[config.mk]
export PLATFORM = sky130hd
export DESIGN_NAME = mbox_regbank
export DESIGN_NICKNAME = d
export VERILOG_FILES = /design/src/rtl/mbox_pkg.sv /design/src/rtl/mbox_msg_bank.sv /design/src/rtl/mbox_ctrl_pair.sv /design/src/rtl/mbox_status.sv /design/src/rtl/mbox_irq_gate.sv /design/src/rtl/mbox_regbank.sv
export SDC_FILE = /design/constraint.sdc
export NUM_CORES = 1
export LEC_CHECK = 0
export CAP_MARGIN = 20
export CORE_ASPECT_RATIO = 2
export CORE_MARGIN = 2
export CORE_UTILIZATION = 35
export CTS_CLUSTER_SIZE = 25
export DETAILED_ROUTE_END_ITERATION = 16
export GPL_TIMING_DRIVEN = 0
export SYNTH_ARGS = -nofsm -noshare
export SYNTH_HDL_FRONTEND = slang
export SYNTH_SLANG_ARGS = --single-unit
[constraint.sdc]
create_clock -name clk_i -period 3.2 [get_ports clk_i]
set_clock_uncertainty 0.15 [all_clocks]
set_input_delay 0.64 -clock clk_i [delete_from_list [all_inputs] [get_ports clk_i]]
set_output_delay 0.64 -clock clk_i [all_outputs]
set_load 0.02 [all_outputs]
[src/rtl/mbox_pkg.sv]
package mbox_pkg;
  localparam int DW = 8;
  localparam int AW = 5;
  localparam int MSG_BYTES = 15;

  localparam logic [AW-1:0] A_FLAG   = 5'h0F;
  localparam logic [AW-1:0] A_STAT0  = 5'h10;
  localparam logic [AW-1:0] A_STAT1  = 5'h11;
  localparam logic [AW-1:0] A_CTRL_M = 5'h12;
  localparam logic [AW-1:0] A_CTRL_H = 5'h13;
  localparam logic [AW-1:0] A_MEN0   = 5'h14;
  localparam logic [AW-1:0] A_MEN1   = 5'h15;
  localparam logic [AW-1:0] A_HEN0   = 5'h16;
  localparam logic [AW-1:0] A_HEN1   = 5'h17;

  localparam int B_PEND = 7;
  localparam int B_MASK = 1;
  localparam int B_SEND = 0;
  localparam int B_ATTN = 7;

  typedef struct packed {
    logic          we;
    logic [AW-1:0] addr;
    logic [DW-1:0] wdata;
  } wr_t;
endpackage

[src/rtl/mbox_msg_bank.sv]
module mbox_msg_bank
  import mbox_pkg::*;
#(
  parameter int N = MSG_BYTES
) (
  input  logic               clk_i,
  input  logic               rst_ni,
  input  wr_t                h_wr_i,
  input  wr_t                m_wr_i,
  output logic [N-1:0][DW-1:0] msg_o
);
  for (genvar i = 0; i < N; i++) begin : g_byte
    logic h_hit, m_hit;
    assign h_hit = h_wr_i.we && (h_wr_i.addr == AW'(i));
    assign m_hit = m_wr_i.we && (m_wr_i.addr == AW'(i));
    // management side wins a same-byte collision
    always_ff @(posedge clk_i or negedge rst_ni) begin
      if (!rst_ni)    msg_o[i] <= '0;
      else if (m_hit) msg_o[i] <= m_wr_i.wdata;
      else if (h_hit) msg_o[i] <= h_wr_i.wdata;
    end
  end
endmodule

[src/rtl/mbox_ctrl_pair.sv]
module mbox_ctrl_pair
  import mbox_pkg::*;
(
  input  logic          clk_i,
  input  logic          rst_ni,
  input  wr_t           h_wr_i,
  input  wr_t           m_wr_i,
  output logic [DW-1:0] ctrl_m_o,
  output logic [DW-1:0] ctrl_h_o
);
  logic m_pend_q, m_mask_q, h_pend_q, h_mask_q;
  logic m_pend_d, h_pend_d;
  logic h_hit, m_hit, h_send, m_send, h_ack, m_ack;

  assign h_hit  = h_wr_i.we && (h_wr_i.addr == A_CTRL_H);
  assign m_hit  = m_wr_i.we && (m_wr_i.addr == A_CTRL_M);
  assign h_send = h_hit && h_wr_i.wdata[B_SEND];
  assign m_send = m_hit && m_wr_i.wdata[B_SEND];
  assign h_ack  = h_hit && h_wr_i.wdata[B_PEND];
  assign m_ack  = m_hit && m_wr_i.wdata[B_PEND];

  // set beats clear when both land in one cycle
  always_comb begin
    m_pend_d = (m_pend_q && !m_ack) || h_send;
    h_pend_d = (h_pend_q && !h_ack) || m_send;
  end

  always_ff @(posedge clk_i or negedge rst_ni) begin
    if (!rst_ni) begin
      m_pend_q <= 1'b0;
      m_mask_q <= 1'b0;
      h_pend_q <= 1'b0;
      h_mask_q <= 1'b0;
    end else begin
      m_pend_q <= m_pend_d;
      h_pend_q <= h_pend_d;
      if (m_hit) m_mask_q <= m_wr_i.wdata[B_MASK];
      if (h_hit) h_mask_q <= h_wr_i.wdata[B_MASK];
    end
  end

  always_comb begin
    ctrl_m_o = '0;
    ctrl_m_o[B_PEND] = m_pend_q;
    ctrl_m_o[B_MASK] = m_mask_q;
    ctrl_h_o = '0;
    ctrl_h_o[B_PEND] = h_pend_q;
    ctrl_h_o[B_MASK] = h_mask_q;
  end
endmodule

[src/rtl/mbox_status.sv]
module mbox_status
  import mbox_pkg::*;
(
  input  logic          clk_i,
  input  logic          rst_ni,
  input  wr_t           h_wr_i,
  input  wr_t           m_wr_i,
  output logic [DW-1:0] flag_o,
  output logic [DW-1:0] stat0_o,
  output logic [DW-1:0] stat1_o
);
  logic          flag_wr;
  logic [DW-1:0] set0, set1, clr0, clr1;

  assign flag_wr = m_wr_i.we && (m_wr_i.addr == A_FLAG);

  always_comb begin
    set0 = (m_wr_i.we && m_wr_i.addr == A_STAT0) ? m_wr_i.wdata : '0;
    set1 = (m_wr_i.we && m_wr_i.addr == A_STAT1) ? m_wr_i.wdata : '0;
    if (flag_wr && (m_wr_i.wdata != '0)) set1[B_ATTN] = 1'b1;
    clr0 = (h_wr_i.we && h_wr_i.addr == A_STAT0) ? h_wr_i.wdata : '0;
    clr1 = (h_wr_i.we && h_wr_i.addr == A_STAT1) ? h_wr_i.wdata : '0;
  end

  always_ff @(posedge clk_i or negedge rst_ni) begin
    if (!rst_ni) begin
      flag_o  <= '0;
      stat0_o <= '0;
      stat1_o <= '0;
    end else begin
      if (flag_wr) flag_o <= m_wr_i.wdata;
      stat0_o <= (stat0_o & ~clr0) | set0;
      stat1_o <= (stat1_o & ~clr1) | set1;
    end
  end
endmodule

[src/rtl/mbox_irq_gate.sv]
module mbox_irq_gate
  import mbox_pkg::*;
(
  input  logic          clk_i,
  input  logic          rst_ni,
  input  wr_t           h_wr_i,
  input  wr_t           m_wr_i,
  input  logic [DW-1:0] stat0_i,
  input  logic [DW-1:0] stat1_i,
  input  logic [DW-1:0] ctrl_m_i,
  input  logic [DW-1:0] ctrl_h_i,
  output logic [DW-1:0] men0_o,
  output logic [DW-1:0] men1_o,
  output logic [DW-1:0] hen0_o,
  output logic [DW-1:0] hen1_o,
  output logic          host_irq_o,
  output logic          mgmt_irq_o
);
  always_ff @(posedge clk_i or negedge rst_ni) begin
    if (!rst_ni) begin
      men0_o <= '0;
      men1_o <= '0;
      hen0_o <= '0;
      hen1_o <= '0;
    end else begin
      if (m_wr_i.we && m_wr_i.addr == A_MEN0) men0_o <= m_wr_i.wdata;
      if (m_wr_i.we && m_wr_i.addr == A_MEN1) men1_o <= m_wr_i.wdata;
      if (h_wr_i.we && h_wr_i.addr == A_HEN0) hen0_o <= h_wr_i.wdata;
      if (h_wr_i.we && h_wr_i.addr == A_HEN1) hen1_o <= h_wr_i.wdata;
    end
  end

  assign host_irq_o = (ctrl_h_i[B_PEND] && !ctrl_h_i[B_MASK])
                    || |(stat0_i & hen0_o) || |(stat1_i & hen1_o);
  assign mgmt_irq_o = (ctrl_m_i[B_PEND] && !ctrl_m_i[B_MASK])
                    || |(stat0_i & men0_o) || |(stat1_i & men1_o);
endmodule

[src/rtl/mbox_regbank.sv]
module mbox_regbank
  import mbox_pkg::*;
(
  input  logic          clk_i,
  input  logic          rst_ni,
  input  logic          h_we_i,
  input  logic [AW-1:0] h_addr_i,
  input  logic [DW-1:0] h_wdata_i,
  output logic [DW-1:0] h_rdata_o,
  input  logic          m_we_i,
  input  logic [AW-1:0] m_addr_i,
  input  logic [DW-1:0] m_wdata_i,
  output logic [DW-1:0] m_rdata_o,
  output logic          host_irq_o,
  output logic          mgmt_irq_o
);
  wr_t h_wr, m_wr;
  logic [MSG_BYTES-1:0][DW-1:0] msg_q;
  logic [DW-1:0] flag_q, stat0_q, stat1_q, ctrl_m_q, ctrl_h_q;
  logic [DW-1:0] men0_q, men1_q, hen0_q, hen1_q;

  assign h_wr = '{we: h_we_i, addr: h_addr_i, wdata: h_wdata_i};
  assign m_wr = '{we: m_we_i, addr: m_addr_i, wdata: m_wdata_i};

  mbox_msg_bank #(.N(MSG_BYTES)) u_msg (
    .clk_i(clk_i), .rst_ni(rst_ni), .h_wr_i(h_wr), .m_wr_i(m_wr), .msg_o(msg_q)
  );

  mbox_ctrl_pair u_ctrl (
    .clk_i(clk_i), .rst_ni(rst_ni), .h_wr_i(h_wr), .m_wr_i(m_wr),
    .ctrl_m_o(ctrl_m_q), .ctrl_h_o(ctrl_h_q)
  );

  mbox_status u_stat (
    .clk_i(clk_i), .rst_ni(rst_ni), .h_wr_i(h_wr), .m_wr_i(m_wr),
    .flag_o(flag_q), .stat0_o(stat0_q), .stat1_o(stat1_q)
  );

  mbox_irq_gate u_irq (
    .clk_i(clk_i), .rst_ni(rst_ni), .h_wr_i(h_wr), .m_wr_i(m_wr),
    .stat0_i(stat0_q), .stat1_i(stat1_q), .ctrl_m_i(ctrl_m_q), .ctrl_h_i(ctrl_h_q),
    .men0_o(men0_q), .men1_o(men1_q), .hen0_o(hen0_q), .hen1_o(hen1_q),
    .host_irq_o(host_irq_o), .mgmt_irq_o(mgmt_irq_o)
  );

  function automatic logic [DW-1:0] rd_mux(input logic [AW-1:0] a);
    logic [DW-1:0] r;
    r = '0;
    if (int'(a) < MSG_BYTES) r = msg_q[a[3:0]];
    else begin
      case (a)
        A_FLAG:   r = flag_q;
        A_STAT0:  r = stat0_q;
        A_STAT1:  r = stat1_q;
        A_CTRL_M: r = ctrl_m_q;
        A_CTRL_H: r = ctrl_h_q;
        A_MEN0:   r = men0_q;
        A_MEN1:   r = men1_q;
        A_HEN0:   r = hen0_q;
        A_HEN1:   r = hen1_q;
        default:  r = '0;
      endcase
    end
    return r;
  endfunction

  assign h_rdata_o = rd_mux(h_addr_i);
  assign m_rdata_o = rd_mux(m_addr_i);
endmodule

Word-level counts from Yosys, hierarchy flattened:

Cells that the tools add are included.

* register bits after elaboration: 180
* bits in latches: 0
* bits in writable memories: 0
* bits in read-only memories: 0
* input bits: 30
* output and inout bits: 18
* word-level logic and storage cells: 211
* memories kept: 0

* add/sub/neg operators: 0
* multiply operators: 0
* div/mod/pow operators: 0
* magnitude comparators: 4
* equality and inequality tests: 46
* shift-type cells: 0
* multiplexer cells: 43
* bitwise logic cells: 10
* reduce and logical (&&, ||, !) cells: 82

Operator list (number)
* 8-bit 2-to-1 mux: 38
* 8-bit one-hot mux with 9 select lines: 2
* 5-bit by 4-bit == test with 1-bit output, second input constant: 16
* 5-bit == test, second input constant: 16
* 8-bit binary-select mux with 4-bit select: 2
* 1-bit logical AND: 50
* 8-bit AND: 6
* 5-bit by 3-bit == test with 1-bit output, second input constant: 8
* 8-bit OR reduction: 4
* 2-bit nonzero test: 15
* 5-bit by 2-bit == test with 1-bit output, second input constant: 4
* 8-bit NOT: 2
* 8-bit bitwise OR: 2
* 5-bit by 1-bit == test with 1-bit output, second input constant: 2
* 5-bit zero test: 2
* 4-bit by 5-bit less-than comparator with 1-bit output, second input constant: 2
* 5-bit by 4-bit less-than comparator with 1-bit output, second input constant: 2
* 8-bit nonzero test: 1
* 1-bit logical OR: 6
* 1-bit zero test: 4
* 1-bit 2-to-1 mux: 1

Depth between registers and ports, before layout:

Gate-level depths: netlist of run 1.

* depth after elaboration: 6
* mapped depth: 9

Cells and area by module:

A second synthesis of run 1 with hierarchy kept.

* cells, all modules: 1375
* area, all modules: 12764.7 sq um

By module, submodules not included
* mbox_msg_bank: times used 1, cells an instance 756, area an instance 6337.3 sq um
* mbox_regbank: times used 1, cells an instance 398, area an instance 3554.7 sq um
* mbox_irq_gate: times used 1, cells an instance 99, area an instance 1438.9 sq um
* mbox_status: times used 1, cells an instance 89, area an instance 1092.3 sq um
* mbox_ctrl_pair: times used 1, cells an instance 33, area an instance 341.6 sq um

Least setup slack after synthesis of run 1:

OpenSTA, ideal clock, no wires.

* path kind: input to output
* from: input m_addr_i[0]
* to: output m_rdata_o[4]
* arrival: 2.146 ns
* required time: 2.410 ns
* setup slack: 0.264 ns
* stages on the path: 5
* path buffers: 2
* cells stage by stage: buf_2 buf_2 mux4_2 a221oi_1 o221ai_1

* longest elaborated chain between the ends: 3
* elaborated cells between the ends (all ways): 14
* classes of those cells: 1 x order compare; 9 x eq/ne; 4 x mux

RTL lines
* start: declaration: line mbox_regbank.sv:11 `input logic [AW-1:0] m_addr_i,`
* 8-bit binary-select mux with 4-bit select, or another cell as far along: line mbox_regbank.sv:49 `if (int'(a) < MSG_BYTES) r = msg_q[a[3:0]];`
* 8-bit 2-to-1 mux (implied by the code) / 8-bit one-hot mux with 9 select lines (equally long branches): line mbox_regbank.sv:49, mbox_regbank.sv:51
* 8-bit 2-to-1 mux (*): line mbox_regbank.sv:49
* end: declaration: line mbox_regbank.sv:13 `output logic [DW-1:0] m_rdata_o,`

Every way passes the cells marked *; elsewhere a longest branch is shown, timed or not. The select of a mux whose other input is x is not followed.

Worst setup path after layout of run 1:

* from: input h_addr_i[0]
* to: output h_rdata_o[4]

* longest elaborated chain between the ends: 3
* elaborated cells between the ends (all ways): 14
* classes of those cells: 1 x order compare; 9 x eq/ne; 4 x mux

RTL lines
* start: declaration: line mbox_regbank.sv:7 `input logic [AW-1:0] h_addr_i,`
* 8-bit binary-select mux with 4-bit select, or another cell as far along: line mbox_regbank.sv:49
* 8-bit 2-to-1 mux (implied by the code) / 8-bit one-hot mux with 9 select lines (equally long branches): line mbox_regbank.sv:49, mbox_regbank.sv:51
* 8-bit 2-to-1 mux (*): line mbox_regbank.sv:49
* end: declaration: line mbox_regbank.sv:9 `output logic [DW-1:0] h_rdata_o,`

Marked as above.

==> load_flow_metrics.sql, run 1 <==
INSERT INTO impl_metrics (metric_group, metric, value, unit) VALUES
('place', 'dp_hpwl', '44000', 'um'),
('timing', 'max_slew.worst_pin.slew', '1.24', 'ns'),
('synth', 'syn-num-nets', '1166', ''),
('outcome', 'failing_checks', 'hold timing, setup timing', ''),
('critical_path', 'critical_path_class', 'in -> out', ''),
('floorplan', 'die_height', '261', 'um'),
('power_and_ir_drop', 'design_power_total', '8320', 'uW'),
('drt', 'wl_per_cell', '36.0', 'um'),
('clocking', 'clock_insertion_delay_worst_skew', '0.47', 'ns'),
('timing', 'setup_viol', '5', ''),
('drt', 'antenna_left', '0', ''),
('power_and_ir_drop', 'ir_drop', '0.000410', 'V'),
('clocking', 'tritoncts', 'yes', ''),
('global_routing', 'grt_start_max_net_pins', '104', ''),
('drt', 'number_of_drc_markers_in_iteration_0', '1122', ''),
('critical_path', 'path_max_fanout', '7', ''),
('place', 'gp_congestion', '1.03', ''),
('clocking', 'ctsRootBufferMaster', 'sky130_fd_sc_hd__clkbuf_16', ''),
('timing', 'setup_ws', '-0.0440', 'ns'),
('floorplan', 'die_width', '132', 'um'),
('synth', 'synthCells', '1136', ''),
('timing', 'grt_setup_unrepaired', 'yes', ''),
('power_and_ir_drop', 'power.static_leakage', '0.00605', 'uW'),
('timing', 'drv_slew', '0', ''),
('floorplan', 'fp.dieArea', '34500', 'um^2'),
('critical_path', 'worstPathCellList', 'buf_12, buf_12, buf_12, mux4_2, o211ai_1, nand4_1, buf_6', ''),
('power_and_ir_drop', 'pd_cells', '600', 'nW/um^2'),
('timing', 'period_share', '101', '%'),
('synth', 'yosysWarnings', '0', ''),
('job', 'maxCapViolCount', '0', ''),
('synth', 'synth_edf_count', '0', ''),
('critical_path', 'cpMaxStageDelayCell', 'sky130_fd_sc_hd__mux4_2', ''),
('drt', 'routed_wirelength', '59600', 'um'),
('drt', 'top_signal_layer_used', 'met4', ''),
('clocking', 'post_cts_hold_buffer_count', '0', ''),
('synth', 'post_synth_num_cell_types', '66', ''),
('drt', 'detail_route.drc_violations', '0', ''),
('synth', 'post_synth.cell_area_avg', '10.2', 'um^2'),
('floorplan', 'rows', '94', ''),
('place', 'placement.setup.worst_slack', '-1.40', 'ns'),
('floorplan', 'pin_count', '48', ''),
('global_routing', 'grt-ovfl-total', '0', ''),
('global_routing', 'grt_pass1_wl', '82300', 'um'),
('clocking', 'cts.sinks', '180', ''),
('timing', 'max_freq', '308', 'MHz'),
('hold_path', 'min-delay-path-class', 'in -> async', ''),
('global_routing', 'via_count_of_the_first_global_routing_pass', '10600', ''),
('global_routing', 'grt.total_usage', '34.9', '%'),
('critical_path', 'cpPeakStageDelay', '0.62', 'ns'),
('clocking', 'worst_setup_hold_path_clk_slew', '0.07', 'ns'),
('critical_path', 'worstPathArrival', '2.45', 'ns'),
('synth', 'dominantRegCellSynth', 'sky130_fd_sc_hd__dfrtp_1', ''),
('timing', 'max_slew_margin_vs_limit', '17.6', '%'),
('timing', 'whs', '-0.0112', 'ns'),
('global_routing', 'grt_antenna_before_repair', '0', ''),
('synth', 'async_flop_share', '100', '%'),
('drt', 'detail_route.vias_per_cell', '6.34', ''),
('critical_path', 'critPathBufInv', '4', ''),
('clocking', 'numCtsBuffers', '17', ''),
('drt', 'vias', '10500', ''),
('drt', 'met3WireLength', '2890', 'um'),
('outcome', 'run_status', 'complete, but fails checks', ''),
('drt', 'drt-met1-wl', '19400', 'um'),
('timing', 'final.setup.tns', '-0.104', 'ns'),
('floorplan', 'fp.coreArea', '32700', 'um^2'),
('floorplan', 'starting_density_of_the_core', '35.3', '%'),
('critical_path', 'worst_setup_sp_type', 'input port', ''),
('synth', 'register_area_share_after_synthesis', '39.1', '%'),
('finish', 'area_growth_syn_to_layout', '20.2', '%'),
('timing', 'final_hold_viol_count', '10', ''),
('critical_path', 'r2r_setup_slack', '2.09', 'ns');
synthesized netlist by cell type, types with 5 or more instances:
cell                         n  share of area [%]
sky130_fd_sc_hd__mux2i_1   194                 17
sky130_fd_sc_hd__dfrtp_1   180                 39
sky130_fd_sc_hd__nand2_1   128                4.2
sky130_fd_sc_hd__o21ai_0    81                3.5
sky130_fd_sc_hd__nor2_1     72                2.3
sky130_fd_sc_hd__a21oi_1    71                3.1
sky130_fd_sc_hd__mux2_2     57                5.6
sky130_fd_sc_hd__clkbuf_1   53                1.7
sky130_fd_sc_hd__mux4_2     35                6.8
sky130_fd_sc_hd__buf_2      31                1.3
sky130_fd_sc_hd__a22o_1     20                1.5
sky130_fd_sc_hd__o211ai_1   17                1.1
sky130_fd_sc_hd__nand3_1    16               0.69
sky130_fd_sc_hd__a221oi_1   15                1.1
sky130_fd_sc_hd__a22oi_1    14               0.91
sky130_fd_sc_hd__nor2b_1    13               0.71
sky130_fd_sc_hd__buf_4       9               0.59
sky130_fd_sc_hd__nor3_1      9               0.39
sky130_fd_sc_hd__o21ai_1     8               0.35
sky130_fd_sc_hd__a31oi_1     6               0.33
sky130_fd_sc_hd__and3_1      6               0.33
sky130_fd_sc_hd__nand2_2     6               0.33
sky130_fd_sc_hd__nor4_1      6               0.33
sky130_fd_sc_hd__a211oi_1    5               0.33
sky130_fd_sc_hd__inv_1       5               0.16
sky130_fd_sc_hd__nand2b_1    5               0.27
sky130_fd_sc_hd__nor2_2      5               0.27
placed cells by master (no fill, tap or decap), types with 31 or more instances in the layout:
| cell | n |
|---|---|
| sky130_fd_sc_hd__o21ai_0 | 77 |
| sky130_fd_sc_hd__nor2_1 | 66 |
| sky130_fd_sc_hd__mux2i_1 | 183 |
| sky130_fd_sc_hd__buf_4 | 31 |
| sky130_fd_sc_hd__mux4_2 | 36 |
| sky130_fd_sc_hd__nand2_1 | 127 |
| sky130_fd_sc_hd__clkbuf_1 | 44 |
| sky130_fd_sc_hd__mux2_2 | 57 |
| sky130_fd_sc_hd__dfrtp_1 | 176 |
| sky130_fd_sc_hd__a21oi_1 | 69 |
where the power goes:
part | total [uW] | switching, uW | leakage (uW) | internal [uW]
Sequential | 3700 | 880 | 0.00223 | 2820
Combinational | 2270 | 1230 | 0.00352 | 1040
Clock | 2340 | 1050 | 0.000310 | 1290
Total | 8320 | 3170 | 0.00605 | 5150
kinds of logic (layout without fill, tap and decap cells):
family | count (synthesis) | after routing | share of synthesized area, %
buf+inv | 105 | 192 | 4.32
mux | 287 | 287 | 29.5
simple gates | 296 | 296 | 12.5
compound gates | 268 | 268 | 14.7
flops | 180 | 180 | 39.1
final cells by class:
cell class,count,area (um^2)
Inverter,6,23.8
Fill cell,3285,18800
Tap cell,432,541
Clock buffer,20,457
Clock inverter,12,166
Timing Repair Buffer,57,531
Sequential cell,180,4510
Multi-Input combinational cell,851,6910
Buffer,97,719
stage by stage:
stage,std cells,area [um^2]
6_report,1655,13900
5_1_grt,1655,13900
3_3_place_gp,1601,12400
3_5_place_dp,1602,12400
4_1_cts,1651,13700
2_1_floorplan,1136,11500
repair_timing:
action | 4_1_cts | 5_1_grt
setup endpoints to repair | 17 | 15
setup buffers | 18 | 3
resized for setup | 211 | 31
gates cloned | 1 | 1
pin swaps | 11 | 6
registers in the layout, summed over array words and instances (netlist names), 8 cells and up:
signal	cells
u_msg.msg_o	120
u_irq.hen0_o	8
u_irq.hen1_o	8
u_irq.men0_o	8
u_irq.men1_o	8
u_stat.flag_o	8
u_stat.stat0_o	8
u_stat.stat1_o	8
final timing paths:
path,startpoint,endpoint,depth (start not counted)
setup / recovery,h_addr_i[0],h_rdata_o[4],7
hold / removal,rst_ni,u_msg.msg_o[56],1
setup reg to reg,u_msg.msg_o[25],u_msg.msg_o[25],2
hold reg to reg,u_msg.msg_o[60],u_msg.msg_o[60],2
max in group asynchronous,rst_ni,u_irq.hen0_o[6],2
min in group clk_i,u_msg.msg_o[60],u_msg.msg_o[60],2
routing by layer:
metal / up-vias / GRT usage, %
met5: - / 0
met4: 0 / 35.5
li1: 4346 / -
met1: 5231 / 34.3
met2: 615 / 60.4
met3: 299 / 5.77
Power figures use the tool's default switching activity.
==> run 2: changes to the inputs <==
--- a/config.mk
+++ b/config.mk
@@ -9,6 +9,7 @@
 export CORE_ASPECT_RATIO = 2
 export CORE_MARGIN = 2
 export CORE_UTILIZATION = 35
+export CTS_CLUSTER_DIAMETER = 30
 export CTS_CLUSTER_SIZE = 25
 export DETAILED_ROUTE_END_ITERATION = 16
 export GPL_TIMING_DRIVEN = 0
==> results of run 2 <==
No change in the layout: final DEF, timing and power equal those of run 1.
==> run 3: changes to the inputs <==
--- a/config.mk
+++ b/config.mk
@@ -8,11 +8,12 @@
 export CAP_MARGIN = 20
 export CORE_ASPECT_RATIO = 2
 export CORE_MARGIN = 2
-export CORE_UTILIZATION = 35
+export CORE_UTILIZATION = 50
 export CTS_CLUSTER_DIAMETER = 30
 export CTS_CLUSTER_SIZE = 25
 export DETAILED_ROUTE_END_ITERATION = 16
 export GPL_TIMING_DRIVEN = 0
+export PLACE_DENSITY = 0.68
 export SYNTH_ARGS = -nofsm -noshare
 export SYNTH_HDL_FRONTEND = slang
 export SYNTH_SLANG_ARGS = --single-unit
==> run 3 against run 2 <==
Against the previous run: the flow still finishes with violations (hold timing, setup timing); fmax down 1.0%; global-route usage up 13 points; clock power shrank 8%; combinational power about the same; hold slack improved by 0.0027 ns; sequential cell count did not move; register-to-register slack worse by 0.07 ns; total power is 3.2% lower; critical path type unchanged.
==> load_flow_metrics.sql, run 3 (synthesized netlist as in run 1, its figures left out) <==
INSERT INTO impl_metrics (metric_group, metric, value, unit) VALUES
('power_and_ir_drop', 'power.static_leakage', '0.00602', 'uW'),
('power_and_ir_drop', 'combPwrFrac', '27.9', '%'),
('floorplan', 'pin_count', '48', ''),
('critical_path', 'r2r_setup_slack', '2.02', 'ns'),
('floorplan', 'fp.dieArea', '24400', 'um^2'),
('floorplan', 'fp.coreArea', '22600', 'um^2'),
('place', 'detailed_place.area', '12300', 'um^2'),
('drt', 'wl_per_cell', '37.7', 'um'),
('place', 'dp_hpwl', '41600', 'um'),
('power_and_ir_drop', 'power.internal', '4970', 'uW'),
('timing', 'final_hold_viol_count', '17', ''),
('timing', 'setup_ws', '-0.0773', 'ns'),
('global_routing', 'grt_use_met3', '10.9', '%'),
('drt', 'vias', '10700', ''),
('timing', 'grt_setup_unrepaired', 'yes', ''),
('outcome', 'run_status', 'complete, but fails checks', ''),
('critical_path', 'cpPeakStageDelay', '0.31', 'ns'),
('place', 'gp_congestion', '1.10', ''),
('drt', 'detail_route.vias_per_cell', '7.11', ''),
('clocking', 'cts.sinks', '180', ''),
('finish', 'final_layout_size_suffix_gt1_share', '24.8', '%'),
('drt', 'detail_route.drc_violations', '0', ''),
('power_and_ir_drop', 'sw_share', '38.3', '%'),
('finish', 'area_growth_syn_to_layout', '17.6', '%'),
('critical_path', 'critical_path_class', 'in -> out', ''),
('drt', 'antenna_left', '0', ''),
('critical_path', 'worstPathArrival', '2.49', 'ns'),
('finish', 'layout_commonest_cell', 'sky130_fd_sc_hd__mux2i_1', ''),
('place', 'place.port_buffers', '33', ''),
('drt', 'number_of_drc_markers_in_iteration_0', '1130', ''),
('floorplan', 'rows', '78', ''),
('finish', 'layout.cells.most_common_list', 'sky130_fd_sc_hd__mux2i_1, sky130_fd_sc_hd__dfrtp_1, sky130_fd_sc_hd__nand2_1, sky130_fd_sc_hd__o21ai_0, sky130_fd_sc_hd__a21oi_1', ''),
('timing', 'whs', '-0.00854', 'ns'),
('drt', 'first_pass_iters', '6', ''),
('power_and_ir_drop', 'ir_drop', '0.000515', 'V'),
('global_routing', 'grt-ovfl-total', '0', ''),
('job', 'maxCapViolCount', '0', ''),
('global_routing', 'grt_start_max_net_pins', '109', ''),
('global_routing', 'met2_usage', '77.5', '%'),
('critical_path', 'end_kind', 'primary output', ''),
('timing', 'max_slew_margin_vs_limit', '22.2', '%'),
('global_routing', 'grt_pass1_wl', '80200', 'um'),
('critical_path', 'critical_path.most_common_cell', 'sky130_fd_sc_hd__buf_12', ''),
('timing', 'max_slew.worst_pin.slew', '1.17', 'ns'),
('power_and_ir_drop', 'p_sw', '3080', 'uW'),
('drt', 'routed_wirelength', '56800', 'um'),
('finish', 'largest_reg_flops', '120', ''),
('finish', 'finalNetCount', '1244', ''),
('timing', 'layout_min_cycle_time', '3.28', 'ns'),
('clocking', 'clock_insertion_delay_worst_skew', '0.47', 'ns'),
('timing', 'period_share', '102', '%'),
('global_routing', 'via_count_of_the_first_global_routing_pass', '10900', ''),
('floorplan', 'die_height', '219', 'um'),
('timing', 'setup_viol', '6', ''),
('global_routing', 'grt_antenna_before_repair', '1', ''),
('power_and_ir_drop', 'p_clk_share', '26.9', '%'),
('critical_path', 'worstPathCellList', 'buf_8, buf_12, buf_12, buf_6, mux2i_1, nor4_1, a221oi_4, o211ai_1, buf_4', ''),
('global_routing', 'grt.total_usage', '47.6', '%'),
('clocking', 'worst_setup_hold_path_clk_slew', '0.07', 'ns'),
('clocking', 'tritoncts', 'yes', ''),
('clocking', 'numCtsBuffers', '17', ''),
('floorplan', 'die_width', '111', 'um'),
('timing', 'max_freq', '305', 'MHz'),
('global_routing', 'gr-usage-met1', '49.5', '%'),
('clocking', 'ctsRootBufferMaster', 'sky130_fd_sc_hd__clkbuf_16', ''),
('outcome', 'failing_checks', 'hold timing, setup timing', ''),
('finish', 'stdcell_area', '13600', 'um^2'),
('finish', 'ant_diodes', '0', ''),
('global_routing', 'most_crowded_layer_after_global_routing', 'met2', ''),
('floorplan', 'starting_density_of_the_core', '50.9', '%'),
('critical_path', 'crit-reg2reg-launch', 'u_msg.msg_o[17]', ''),
('power_and_ir_drop', 'share_seq_of_total_power', '45.2', '%'),
('finish', 'largest_register', 'u_msg.msg_o', ''),
('timing', 'final.setup.tns', '-0.230', 'ns'),
('critical_path', 'worst-r2r-cell-count', '3', ''),
('clocking', 'h-tree-depth', '4', ''),
('critical_path', 'capture_instance_of_the_worst_register_to_register_path', 'u_msg.msg_o[17]', ''),
('critical_path', 'worst_setup_sp_type', 'input port', ''),
('clocking', 'clock_tree_buf_depth', '2', ''),
('power_and_ir_drop', 'pd_cells', '594', 'nW/um^2'),
('critical_path', 'critPathRequiredTime', '2.41', 'ns'),
('timing', 'drv_slew', '0', ''),
('critical_path', 'cpMaxStageDelayCell', 'sky130_fd_sc_hd__a221oi_4', ''),
('hold_path', 'min-delay-path-class', 'in -> async', ''),
('critical_path', 'path_max_fanout', '10', '');
## run 3: cell count changes in the layout (fill, tap and decap cells not counted), moves of 3 or more
cell	previous run	this run
sky130_fd_sc_hd__buf_4	31	36
sky130_fd_sc_hd__buf_6	7	13
sky130_fd_sc_hd__mux2i_1	183	187
sky130_fd_sc_hd__mux2i_4	4	0
sky130_fd_sc_hd__clkdlybuf4s15_2	3	0
## run 3: how the worst max path moves through the flow
| stage | slack (ns) | from | to | cells past startpoint |
|---|---|---|---|---|
| floorplan | 0.26 | m_addr_i[0] | m_rdata_o[4] | 5 |
| detailed placement | -1.47 | h_addr_i[0] | h_rdata_o[2] | 9 |
| CTS | -0.008 | h_addr_i[0] | h_rdata_o[5] | 7 |
| global placement | -6.20 | rst_ni | u_irq.men1_o[4] | 1 |
| finish | -0.08 | h_addr_i[0] | h_rdata_o[5] | 9 |
| global route | -0.03 | h_addr_i[0] | h_rdata_o[5] | 7 |
## run 3: per-stage QoR
step	setup slack (ns)	instances	util, %	total power (uW)
floorplan	0.264	1136	-	4560
global placement	-6.20	1449	53.9	5580
detailed placement	-1.47	1451	54.1	5650
CTS	-0.00819	1498	59.5	7890
global route	-0.0269	1507	59.9	8240
finish	-0.0773	1507	59.9	8050
## run 3: final cells by class
class,instances,area [um^2]
plain buffers,96,694
fillers,2007,9080
well taps,280,350
clock inverters,14,141
repair buffers,62,542
multi-input cells,851,6860
clock buffers,18,439
inverters,6,23.8
flip-flops and latches,180,4510
## run 3: routing by layer
| metal | wire length, um | part of all wire [%] |
|---|---|---|
| met1 | 18200 | 32 |
| met5 | 10 | 0.018 |
| met2 | 27000 | 47 |
| met4 | 7290 | 13 |
| met3 | 4350 | 7.7 |
## run 3: critical path: cells and delay by family
| family | cells | cell delay (ns) |
|---|---|---|
| AOI/OAI and AO/OA | 2 | 0.61 |
| buffers and inverters | 5 | 0.91 |
| muxes | 1 | 0.21 |
| and+or+nand+nor | 1 | 0.09 |
## run 3: timing repair
item,CTS,global route
setup buffers,17,9
hold endpoints to repair,0,0
pin swaps,9,7
resized for setup,200,27
hold buffers,0,0
setup endpoints to repair,17,14
## run 3: power by group through the flow
stage / clock network (uW) / registers, uW / logic, uW
2_1_floorplan: 0 / 3180 / 1380
3_3_place_gp: 0 / 3560 / 2010
3_5_place_dp: 0 / 3590 / 2050
4_1_cts: 2160 / 3580 / 2160
5_1_grt: 2250 / 3640 / 2350
6_report: 2160 / 3640 / 2250
